<file path="config.mk">
export PLATFORM = sky130hd
export DESIGN_NAME = fp_minmax_unit
export DESIGN_NICKNAME = d
export VERILOG_FILES = /design/src/rtl/fpmm_pkg.sv /design/src/rtl/fpmm_classify.sv /design/src/rtl/fpmm_order.sv /design/src/rtl/fpmm_select.sv /design/src/rtl/fp_minmax_unit.sv
export SDC_FILE = /design/constraint.sdc
export NUM_CORES = 1
export LEC_CHECK = 0
export BUFFER_PORTS_ARGS = -buffer_cell sky130_fd_sc_hd__buf_2
export CORE_MARGIN = 3
export CORE_UTILIZATION = 45
export DETAILED_ROUTE_END_ITERATION = 10
export GPL_TIMING_DRIVEN = 0
export PLACE_DENSITY = 0.85
export RECOVER_POWER = 100
export SYNTH_ARGS = -nofsm -noshare
export SYNTH_HDL_FRONTEND = slang
export SYNTH_HIERARCHICAL = 1
export SYNTH_SLANG_ARGS = --single-unit
</file>
<file path="constraint.sdc">
create_clock -name vclk -period 3.2
set_input_delay 0.16 -clock vclk [all_inputs]
set_output_delay 0.16 -clock vclk [all_outputs]
set_load 0.05 [all_outputs]
</file>
<file path="src/rtl/fpmm_pkg.sv">
package fpmm_pkg;

    parameter int EXP_W = 8;
    parameter int MAN_W = 23;
    localparam int MAG_W  = EXP_W + MAN_W;
    localparam int WORD_W = 1 + MAG_W;

    typedef logic [WORD_W-1:0] fp_word_t;

    typedef enum logic [1:0] {
        SEL_MIN    = 2'd0,
        SEL_MAX    = 2'd1,
        SEL_MINMAG = 2'd2,
        SEL_MAXMAG = 2'd3
    } mm_op_e;

    // Decoded view of one operand
    typedef struct packed {
        logic             nan;
        logic             zero;
        logic             neg;
        logic [MAG_W-1:0] mag;
    } fp_view_t;

    // Relations of operand s against operand t
    typedef struct packed {
        logic s_lt;   // signed s < t
        logic s_gt;   // signed s > t
        logic m_lt;   // |s| < |t|
        logic m_gt;   // |s| > |t|
    } fp_rel_t;

    function automatic fp_view_t view_of(input fp_word_t w);
        fp_view_t v;
        logic [EXP_W-1:0] e;
        logic [MAN_W-1:0] m;
        e      = w[MAG_W-1:MAN_W];
        m      = w[MAN_W-1:0];
        v.neg  = w[WORD_W-1];
        v.mag  = w[MAG_W-1:0];
        v.nan  = (&e) && (|m);
        v.zero = ~(|w[MAG_W-1:0]);
        return v;
    endfunction

endpackage

</file>
<file path="src/rtl/fpmm_classify.sv">
module fpmm_classify
    import fpmm_pkg::*;
(
    input  fp_word_t word_in,
    output fp_view_t view_out
);
    always_comb view_out = view_of(word_in);
endmodule

</file>
<file path="src/rtl/fpmm_order.sv">
module fpmm_order
    import fpmm_pkg::*;
(
    input  fp_view_t a_view,
    input  fp_view_t b_view,
    output fp_rel_t  rel
);
    logic mag_lt, mag_gt, both_zero;

    always_comb begin
        mag_lt    = a_view.mag < b_view.mag;
        mag_gt    = a_view.mag > b_view.mag;
        both_zero = a_view.zero && b_view.zero;

        rel.m_lt = mag_lt;
        rel.m_gt = mag_gt;

        if (both_zero) begin
            rel.s_lt = 1'b0;
            rel.s_gt = 1'b0;
        end else if (a_view.neg != b_view.neg) begin
            rel.s_lt = a_view.neg;
            rel.s_gt = b_view.neg;
        end else if (!a_view.neg) begin
            rel.s_lt = mag_lt;
            rel.s_gt = mag_gt;
        end else begin
            rel.s_lt = mag_gt;
            rel.s_gt = mag_lt;
        end
    end
endmodule

</file>
<file path="src/rtl/fpmm_select.sv">
module fpmm_select
    import fpmm_pkg::*;
(
    input  mm_op_e   op,
    input  logic     nan_s,
    input  logic     nan_t,
    input  fp_rel_t  rel,
    input  fp_word_t word_s,
    input  fp_word_t word_t,
    output fp_word_t word_out
);
    logic take_s;
    logic tie_s;

    always_comb begin
        tie_s = !rel.m_lt && !rel.m_gt && rel.s_gt;
        if (nan_s && nan_t)  take_s = 1'b1;
        else if (nan_s)      take_s = 1'b0;
        else if (nan_t)      take_s = 1'b1;
        else begin
            unique case (op)
                SEL_MIN:    take_s = rel.s_lt;
                SEL_MAX:    take_s = rel.s_gt;
                SEL_MINMAG: take_s = rel.m_lt || tie_s;
                SEL_MAXMAG: take_s = rel.m_gt || tie_s;
                default:    take_s = 1'b0;
            endcase
        end
        word_out = take_s ? word_s : word_t;
    end
endmodule

</file>
<file path="src/rtl/fp_minmax_unit.sv">
module fp_minmax_unit
    import fpmm_pkg::*;
(
    input  logic [1:0]        op_sel,
    input  logic [WORD_W-1:0] opnd_s,
    input  logic [WORD_W-1:0] opnd_t,
    output logic [WORD_W-1:0] result
);
    localparam int N_OPND = 2;

    fp_word_t words [N_OPND];
    fp_view_t views [N_OPND];
    fp_rel_t  rel_st;
    mm_op_e   op_dec;

    assign words[0] = opnd_s;
    assign words[1] = opnd_t;
    assign op_dec   = mm_op_e'(op_sel);

    for (genvar gi = 0; gi < N_OPND; gi++) begin : g_cls
        fpmm_classify u_cls (
            .word_in  (words[gi]),
            .view_out (views[gi])
        );
    end

    fpmm_order u_order (
        .a_view (views[0]),
        .b_view (views[1]),
        .rel    (rel_st)
    );

    fpmm_select u_sel (
        .op       (op_dec),
        .nan_s    (views[0].nan),
        .nan_t    (views[1].nan),
        .rel      (rel_st),
        .word_s   (opnd_s),
        .word_t   (opnd_t),
        .word_out (result)
    );
endmodule

</file>
==> impl_metrics.csv, run 1 <==
group,metric,value,unit
run_status,status,"complete, but fails checks",
run_status,violations,"setup timing",
place,dp_slack,-0.2281,ns
timing,final.setup.worst_slack,-0.2801,ns
global_routing,use_met1,23.88,%
critical_path,required,3.04,ns
timing,timing.final.crit_period,3.480,ns
timing,worst_slew_pin_slew,0.5437,ns
drt,vias_per_cell,5.684,
drt,ant_nets,0,
timing,setup_viol,32,
drt,vias,2444,
power_and_ir_drop,p_total,0.0009417,W
global_routing,use_met3,2.111,%
timing,relSlewSlack,63.42,%
global_routing,grt_use_total,22.07,%
cells_and_area,area_growth,68.94,%
critical_path,crit_path_start_kind,"primary input",
critical_path,critPathKind,"in -> out",
floorplanning,die_w,75.34,µm
global_routing,gr-total-overflow,0,
synth,netlist_top_cells_area,"buf_4 (23%), mux2_4 (21%), ha_1 (18%)",
floorplanning,fp.dieH,75.34,µm
power_and_ir_drop,leakagePower,1.759,nW
cells_and_area,fin_area,3655,µm²
timing,rsz0062_at_grt,"yes",
floorplanning,start_util,48.03,%
drt,drc,0,
power_and_ir_drop,powerDensity,257.7,nW/µm²
synth,yosys.area.top_type,"buf_4",
global_routing,grt_util_met2,45.73,%
timing,holdWs,0.6783,ns
critical_path,cp_cell_sequence,"buf_2 -> buf_4 -> ha_1 -> nand2_2 -> nor2_1 -> a211oi_2 -> o211ai_1 -> o211ai_2 -> a221oi_4 -> nor2b_4 -> o22ai_2 -> a221o_4 -> clkbuf_16 -> mux2_4 -> buf_6",
floorplanning,coreArea,4504,µm²
cells_and_area,drive_above_1_share,72.75,%
floorplanning,die_area,5675,µm²
synth,synth_area,2163,µm²
critical_path,arrival,3.32,ns
cells_and_area,nClkBuffers,0,
place,io_buffers,98,
timing,final-hold-violation-count,0,
cells_and_area,regArea,0,µm²
floorplanning,boundaryPins,98,
place,place_congestion,0.8647,
cells_and_area,nets,477,
synth,yosysWarnings,6,
cells_and_area,nFlopsAndLatches,0,
critical_path,end_kind,"output pin",
power_and_ir_drop,peakVddDrop,169.0,µV
synth,synth-seq-area-share,0,%
critical_path,crit_fanout,8,
clocking,postCtsHoldBufs,0,
worst_hold_path,hp-class,"in -> out",
synth,synth_nets,363,
global_routing,antenna_found_initial,0,
floorplanning,rows,24,
global_routing,busiest_layer,"met2",
synth,yosysTopAreaCellShare,22.90,%
timing,slew_violations,0,
drt,dr.pass1.iters,4,
drt,wire_per_inst,18.61,µm
place,dp_hpwl,4717,µm
global_routing,grt_pass1_vias,2285,
synth,syn_avg_cell_area,8.133,µm²
global_routing,grt_pass1_wl,10040,µm
timing,max_freq,0.2874,GHz
cells_and_area,diodes,0,
global_routing,grt_max_degree,11,
drt,drtIter0Drc,109,
critical_path,max_stage_delay,0.52,ns
drt,drt-total-wl,8002,µm
synth,ys_types,34,
synth,synthCells,266,
critical_path,slowest_stage,"a221o_4",
run,cap_violations,0,
timing,fin_crit_sh,108.8,%
place,placed_area,2719,µm²
[synth_stat cells, drive strengths merged, types with 2 or more instances]
cell    number
a22o         2
nor3         7
a221oi       3
nand3        5
nand2b       2
nor2        10
buf         69
a21oi       11
mux2        32
o21a         3
nand2       12
o211ai       2
nand4       12
inv         35
nor4        16
a211oi       3
o21ai        4
ha          31
[metrics by stage]
step / util (%) / instances / setup TNS (ns)
CTS: 72.44 / 425 / -3.610
global placement: 60.36 / 416 / -3.639
finish: 81.14 / 430 / -8.029
detailed placement: 60.36 / 416 / -6.675
global route: 81.14 / 430 / -11.12
floorplan: - / 266 / 0
[routing by layer]
layer	vias up	routed length, µm
met2	135	4192
met5	-	0
met1	1157	2977
met4	0	301
met3	36	530
li1	1116	-
[report_power, final]
group / internal [W] / switching [W] / total [W]
Clock: 0 / 0 / 0
Sequential: 0 / 0 / 0
Combinational: 0.000463 / 0.000479 / 0.000942
[worst paths after layout]
check / from / endpoint / slack [ns] / cells after the start
setup / recovery: opnd_s[10] / result[18] / -0.28 / 15
hold / removal: opnd_t[13] / result[13] / 0.68 / 3
[worst max-delay path: cells and delay by family]
family	cells	cell delay, ns
adders and majority gates	1	0.33
and+or+nand+nor	3	0.47
muxes	1	0.30
AOI/OAI and AO/OA	6	1.43
buffers and inverters	4	0.61
[layout make-up]
| type | instances | area, µm² |
|---|---|---|
| timing repair buffer | 112 | 943.4 |
| multi-input combinational | 162 | 1908 |
| tap | 52 | 65.06 |
| buffer | 69 | 604.3 |
| inverter | 35 | 133.9 |
| fill | 248 | 849.6 |
[cells by family (layout without fill, tap and decap cells)]
logic type / after synthesis / count (layout) / share of synthesized area, %
AOI/OAI and AO/OA: 32 / 32 / 11.39
and+or+nand+nor: 67 / 67 / 18.28
muxes: 32 / 32 / 21.86
adders and majority gates: 31 / 31 / 17.93
buffers and inverters: 104 / 216 / 30.54
[layout by cell type (no fill, tap or decap), types with 10 or more instances in the layout]
cell type	synthesis	final
nor4_1	14	12
mux2_4	30	30
buf_4	66	64
buf_2	0	53
nor2_1	10	10
buf_6	3	55
ha_4	0	23
nand4_1	10	10
nand2_1	12	11
inv_1	35	26
[repair_timing]
item,in CTS,in global routing
resized for setup,89,71
buffers inserted,8,3
hold endpoints to repair,0,0
gates cloned,1,2
setup endpoints to repair,32,32
pin swaps,11,16
Power figures use the tool's default switching activity.
==> run 2: changes to the inputs <==
--- a/config.mk
+++ b/config.mk
@@ -6,13 +6,13 @@
 export NUM_CORES = 1
 export LEC_CHECK = 0
 export BUFFER_PORTS_ARGS = -buffer_cell sky130_fd_sc_hd__buf_2
+export CAP_MARGIN = 20
 export CORE_MARGIN = 3
 export CORE_UTILIZATION = 45
 export DETAILED_ROUTE_END_ITERATION = 10
 export GPL_TIMING_DRIVEN = 0
-export PLACE_DENSITY = 0.85
+export PLACE_DENSITY = 0.9
 export RECOVER_POWER = 100
 export SYNTH_ARGS = -nofsm -noshare
 export SYNTH_HDL_FRONTEND = slang
-export SYNTH_HIERARCHICAL = 1
 export SYNTH_SLANG_ARGS = --single-unit
==> impl_metrics.csv, run 2 <==
group,metric,value,unit
cells_and_area,final_cell_mix,"buf_2 (71), inv_1 (35), buf_4 (31)",
place,place_congestion,0.8461,
global_routing,grt_pass1_wl,7624,µm
timing,relSlewSlack,71.17,%
timing,setup_viol,0,
run,cap_violations,0,
cells_and_area,final_common_cell,"buf_2",
floorplanning,start_util,48.27,%
cells_and_area,nFlopsAndLatches,0,
timing,fin_crit_sh,97.16,%
timing,final.setup.worst_slack,0.09101,ns
timing,max_freq,0.3216,GHz
floorplanning,boundaryPins,98,
timing,setup_tns,0,ns
drt,dr.pass1.iters,4,
synth,synth_nets,296,
worst_hold_path,hp-class,"in -> out",
synth,synthCells,199,
cells_and_area,fill_cells,276,
cells_and_area,area_growth,48.34,%
floorplanning,coreArea,3442,µm²
synth,synth_top_family_by_area,"multiplexers",
synth,ys_types,36,
cells_and_area,nClkBuffers,0,
power_and_ir_drop,peakVddDrop,155.6,µV
synth,synth-seq-area-share,0,%
timing,worst_slew_pin_slew,0.4292,ns
cells_and_area,fin_util,71.61,%
global_routing,antenna_found_initial,0,
cells_and_area,regArea,0,µm²
power_and_ir_drop,powerDensity,281.1,nW/µm²
floorplanning,die_w,66.77,µm
synth,post-synth-top-count-cell,"inv_1",
global_routing,grt_pass1_vias,1700,
global_routing,grt_max_degree,11,
synth,yosysTopAreaCellShare,27.11,%
power_and_ir_drop,p_total,0.0006928,W
drt,drc,0,
cells_and_area,multiInputGateArea,1614,µm²
synth,synth.top_cells.by_count,"inv_1 (35), ha_1 (31), mux2_4 (30), a21oi_1 (15), nor4_1 (14)",
cells_and_area,drive_above_1_share,52.81,%
drt,drtIter0Drc,107,
floorplanning,fp.dieH,66.77,µm
floorplanning,die_area,4458,µm²
place,dp_hpwl,4296,µm
drt,wire_per_inst,15.17,µm
synth,netlist_top_cells_area,"mux2_4 (27%), ha_1 (23%), inv_1 (7.9%)",
run_status,status,"finished clean",
synth,synth_simple_gate_area_share,22.74,%
power_and_ir_drop,leakagePower,1.315,nW
drt,ant_nets,0,
drt,vias,1946,
critical_path,required,3.04,ns
drt,vias_per_cell,5.576,
critical_path,crit_fanout,5,
critical_path,crit_path_start_kind,"primary input",
synth,synth-adder-area-share,23.34,%
critical_path,end_kind,"output pin",
cells_and_area,diodes,0,
place,io_buffers,98,
global_routing,grt_use_total,21.10,%
timing,holdWs,0.7358,ns
timing,final-hold-violation-count,0,
cells_and_area,nets,402,
synth,synth-xor-area-share,0,%
synth,synth_compound_area_share,15.51,%
synth,synth.mux.area_fraction,28.46,%
drt,drt-total-wl,5296,µm
timing,timing.final.crit_period,3.109,ns
synth,syn_avg_cell_area,8.350,µm²
synth,synth_area,1662,µm²
synth,yosys.area.top_type,"mux2_4",
global_routing,gr-total-overflow,0,
floorplanning,rows,21,
critical_path,arrival,2.95,ns
timing,slew_violations,0,
critical_path,critPathKind,"in -> out",
synth,yosysWarnings,0,
place,dp_slack,-0.1752,ns
[run 2: area by class of cell]
class | instances | area share (%)
Multi-Input combinational cell | 161 | 65.48
Buffer | 3 | 2.081
Tap cell | 46 | 2.335
Timing Repair Buffer | 104 | 24.77
Inverter | 35 | 5.330
[run 2: final timing paths]
check	startpoint	to	slack [ns]	cells after the start
setup / recovery	opnd_t[30]	result[11]	0.09	14
hold / removal	opnd_t[17]	result[17]	0.74	3
[run 2: metrics by stage]
stage	std cells	cell area [µm²]
floorplan	199	1662
global placement	343	2210
detailed placement	343	2210
CTS	346	2240
global route	349	2465
finish	349	2465
[run 2: layer usage]
layer / part of all wire [%] / track usage [%] / up-vias
met5: 0 / 0 / -
met4: 1.8 / 4.061 / 0
met3: 6.1 / 1.180 / 12
met2: 52 / 38.74 / 81
met1: 40 / 26.90 / 886
li1: - / - / 967
[run 2: where the power goes]
group / total, W / internal (W) / switching (W)
Combinational: 0.000693 / 0.000288 / 0.000405
Clock: 0 / 0 / 0
Sequential: 0 / 0 / 0
Total: 0.000693 / 0.000288 / 0.000405
[run 2: kinds of logic after synthesis]
family                   after synthesis
buffers and inverters                 38
multiplexers                          32
AO/OA/AOI/OAI                         36
adder cells (fa/ha/maj)               31
AND/OR/NAND/NOR                       62
[run 2: what timing repair did]
action,CTS,global route
gates resized for setup,1,77
hold buffers,0,0
setup endpoints to repair,32,32
cloned,0,1
hold endpoints to repair,0,0
setup buffers,3,2
pin swaps,2,5
[run 2: worst max-delay path: stages]
cell and delay (ns):
buf_2 0.11, inv_1 0.07, ha_4 0.29, nand4_4 0.14
nor4_4 0.40, nand3_2 0.17, o211a_4 0.20, nor3b_4 0.20
o32ai_2 0.13, a211oi_4 0.23, buf_6 0.18, buf_6 0.15
mux2_4 0.31, buf_2 0.22
==> run 3: changes to the inputs <==
==> constraint.sdc (replaced) <==
create_clock -name vclk -period 3.2
set_input_delay 0.48 -clock vclk [all_inputs]
set_output_delay 0.48 -clock vclk [all_outputs]
set_load 0.05 [all_outputs]
==> impl_metrics.csv, run 3 (synthesis results as in run 2) <==
group,metric,value,unit
power_and_ir_drop,leakagePower,1.483,nW
power_and_ir_drop,clkPwrFrac,0,%
timing,max_freq,0.2535,GHz
critical_path,required,2.72,ns
floorplanning,start_util,48.27,%
cells_and_area,final_common_cell,"buf_6",
timing,rsz0062_at_grt,"yes",
drt,vias,2561,
timing,timing.final.crit_period,3.945,ns
drt,drc,0,
drt,drt-total-wl,10580,µm
floorplanning,die_w,66.77,µm
timing,final-hold-violation-count,0,
cells_and_area,nClkBuffers,0,
global_routing,antenna_found_initial,0,
drt,vias_per_cell,7.134,
critical_path,crit_path_start_kind,"primary input",
cells_and_area,regArea,0,µm²
global_routing,gr-total-overflow,0,
worst_hold_path,timing.hold.worst_path_depth,3,
power_and_ir_drop,swShare,54.28,%
floorplanning,coreArea,3442,µm²
run_status,status,"complete, but fails checks",
power_and_ir_drop,seq_power_share,0,%
cells_and_area,diodes,0,
place,place_congestion,0.8797,
place,io_buffers,98,
global_routing,grt_pass1_wl,13250,µm
timing,relSlewSlack,58.37,%
global_routing,grt_pass1_vias,2534,
critical_path,critPathKind,"in -> out",
run_status,violations,"setup timing",
timing,fin_crit_sh,123.3,%
floorplanning,fp.dieH,66.77,µm
timing,final.setup.worst_slack,-0.7453,ns
power_and_ir_drop,power.internal,0.0004325,W
floorplanning,boundaryPins,98,
power_and_ir_drop,peakVddDrop,195.5,µV
power_and_ir_drop,net-switching-power,0.0005134,W
drt,ant_nets,0,
drt,wire_per_inst,29.47,µm
global_routing,grt_use_total,39.34,%
floorplanning,rows,21,
place,dp_hpwl,4445,µm
timing,setup_viol,32,
drt,drtIter0Drc,338,
timing,holdWs,1.331,ns
cells_and_area,fin_area,3257,µm²
power_and_ir_drop,comb_power_share,100.0,%
cells_and_area,nFlopsAndLatches,0,
cells_and_area,fill_cells,94,
floorplanning,die_area,4458,µm²
drt,dr.pass1.iters,6,
clocking,postCtsHoldBufs,0,
power_and_ir_drop,powerDensity,290.4,nW/µm²
global_routing,grt_max_degree,11,
timing,setup_tns,-22.24,ns
critical_path,end_kind,"output pin",
cells_and_area,final_cell_mix,"buf_6 (40), buf_2 (39), mux2_4 (32)",
run,cap_violations,0,
critical_path,crit_fanout,6,
timing,slew_violations,0,
timing,worst_slew_pin_slew,0.6187,ns
critical_path,arrival,3.47,ns
place,placed_area,2399,µm²
cells_and_area,drive_above_1_share,71.88,%
worst_hold_path,hp-class,"in -> out",
power_and_ir_drop,p_total,0.0009460,W
cells_and_area,nets,412,
cells_and_area,area_growth,96.01,%
==> run 3: cell types whose count changed in the layout (fill, tap and decap cells not counted), sizes merged <==
cell | before | now
clkbuf | 0 | 2
buf | 107 | 115
==> run 3: path summary, 6_finish.rpt <==
| kind | from | to | slack (ns) |
|---|---|---|---|
| worst min-delay path | opnd_s[4] | result[4] | 1.33 |
| worst max-delay path | opnd_s[29] | result[10] | -0.75 |
==> run 3: layer usage <==
metal  routed length (µm)  track usage [%]  vias up
met4                 1249            26.40        0
li1                     -                -      984
met3                 1188            9.612      131
met5                    0                0        -
met1                 3413            39.00     1166
met2                 4729            71.41      280
==> run 3: worst max-delay path: stages <==
cell	delay (ns)
buf_8	0.11
buf_4	0.14
nor4_1	0.53
nand4_1	0.32
nor3_2	0.31
a211oi_1	0.16
o221ai_2	0.13
a21oi_2	0.14
a211oi_4	0.29
buf_6	0.21
clkbuf_16	0.17
mux2_4	0.31
buf_6	0.16
==> run 3: cell type report <==
| cell class | count | area (µm²) | share of cell area, % |
|---|---|---|---|
| buffer | 3 | 55.05 | 1.690 |
| inverter | 35 | 161.4 | 4.956 |
| multi-input combinational | 161 | 1937 | 59.47 |
| tap | 46 | 57.56 | 1.767 |
| timing repair buffer | 114 | 1046 | 32.12 |
==> run 3: timing repair <==
item,in CTS,in global routing
buffers inserted,11,3
gates resized for setup,150,40
pin swaps,17,24
endpoints found under the hold margin,0,0
cloned,1,2
setup endpoints to repair,32,32
==> run 3: power by group through the flow <==
stage	logic (W)	clock network, W	registers [W]
3_3_place_gp	0.000632	0	0
4_1_cts	0.000817	0	0
5_1_grt	0.000976	0	0
3_5_place_dp	0.000645	0	0
2_1_floorplan	0.000490	0	0
6_report	0.000946	0	0
==> run 3: per-stage QoR <==
step	instances	setup WS, ns	util, %
3_3_place_gp	343	-0.7499	69.68
3_5_place_dp	343	-0.7543	69.68
2_1_floorplan	199	-0.1050	-
6_report	359	-0.7453	94.62
5_1_grt	359	-0.7463	94.62
4_1_cts	355	-0.2836	88.15
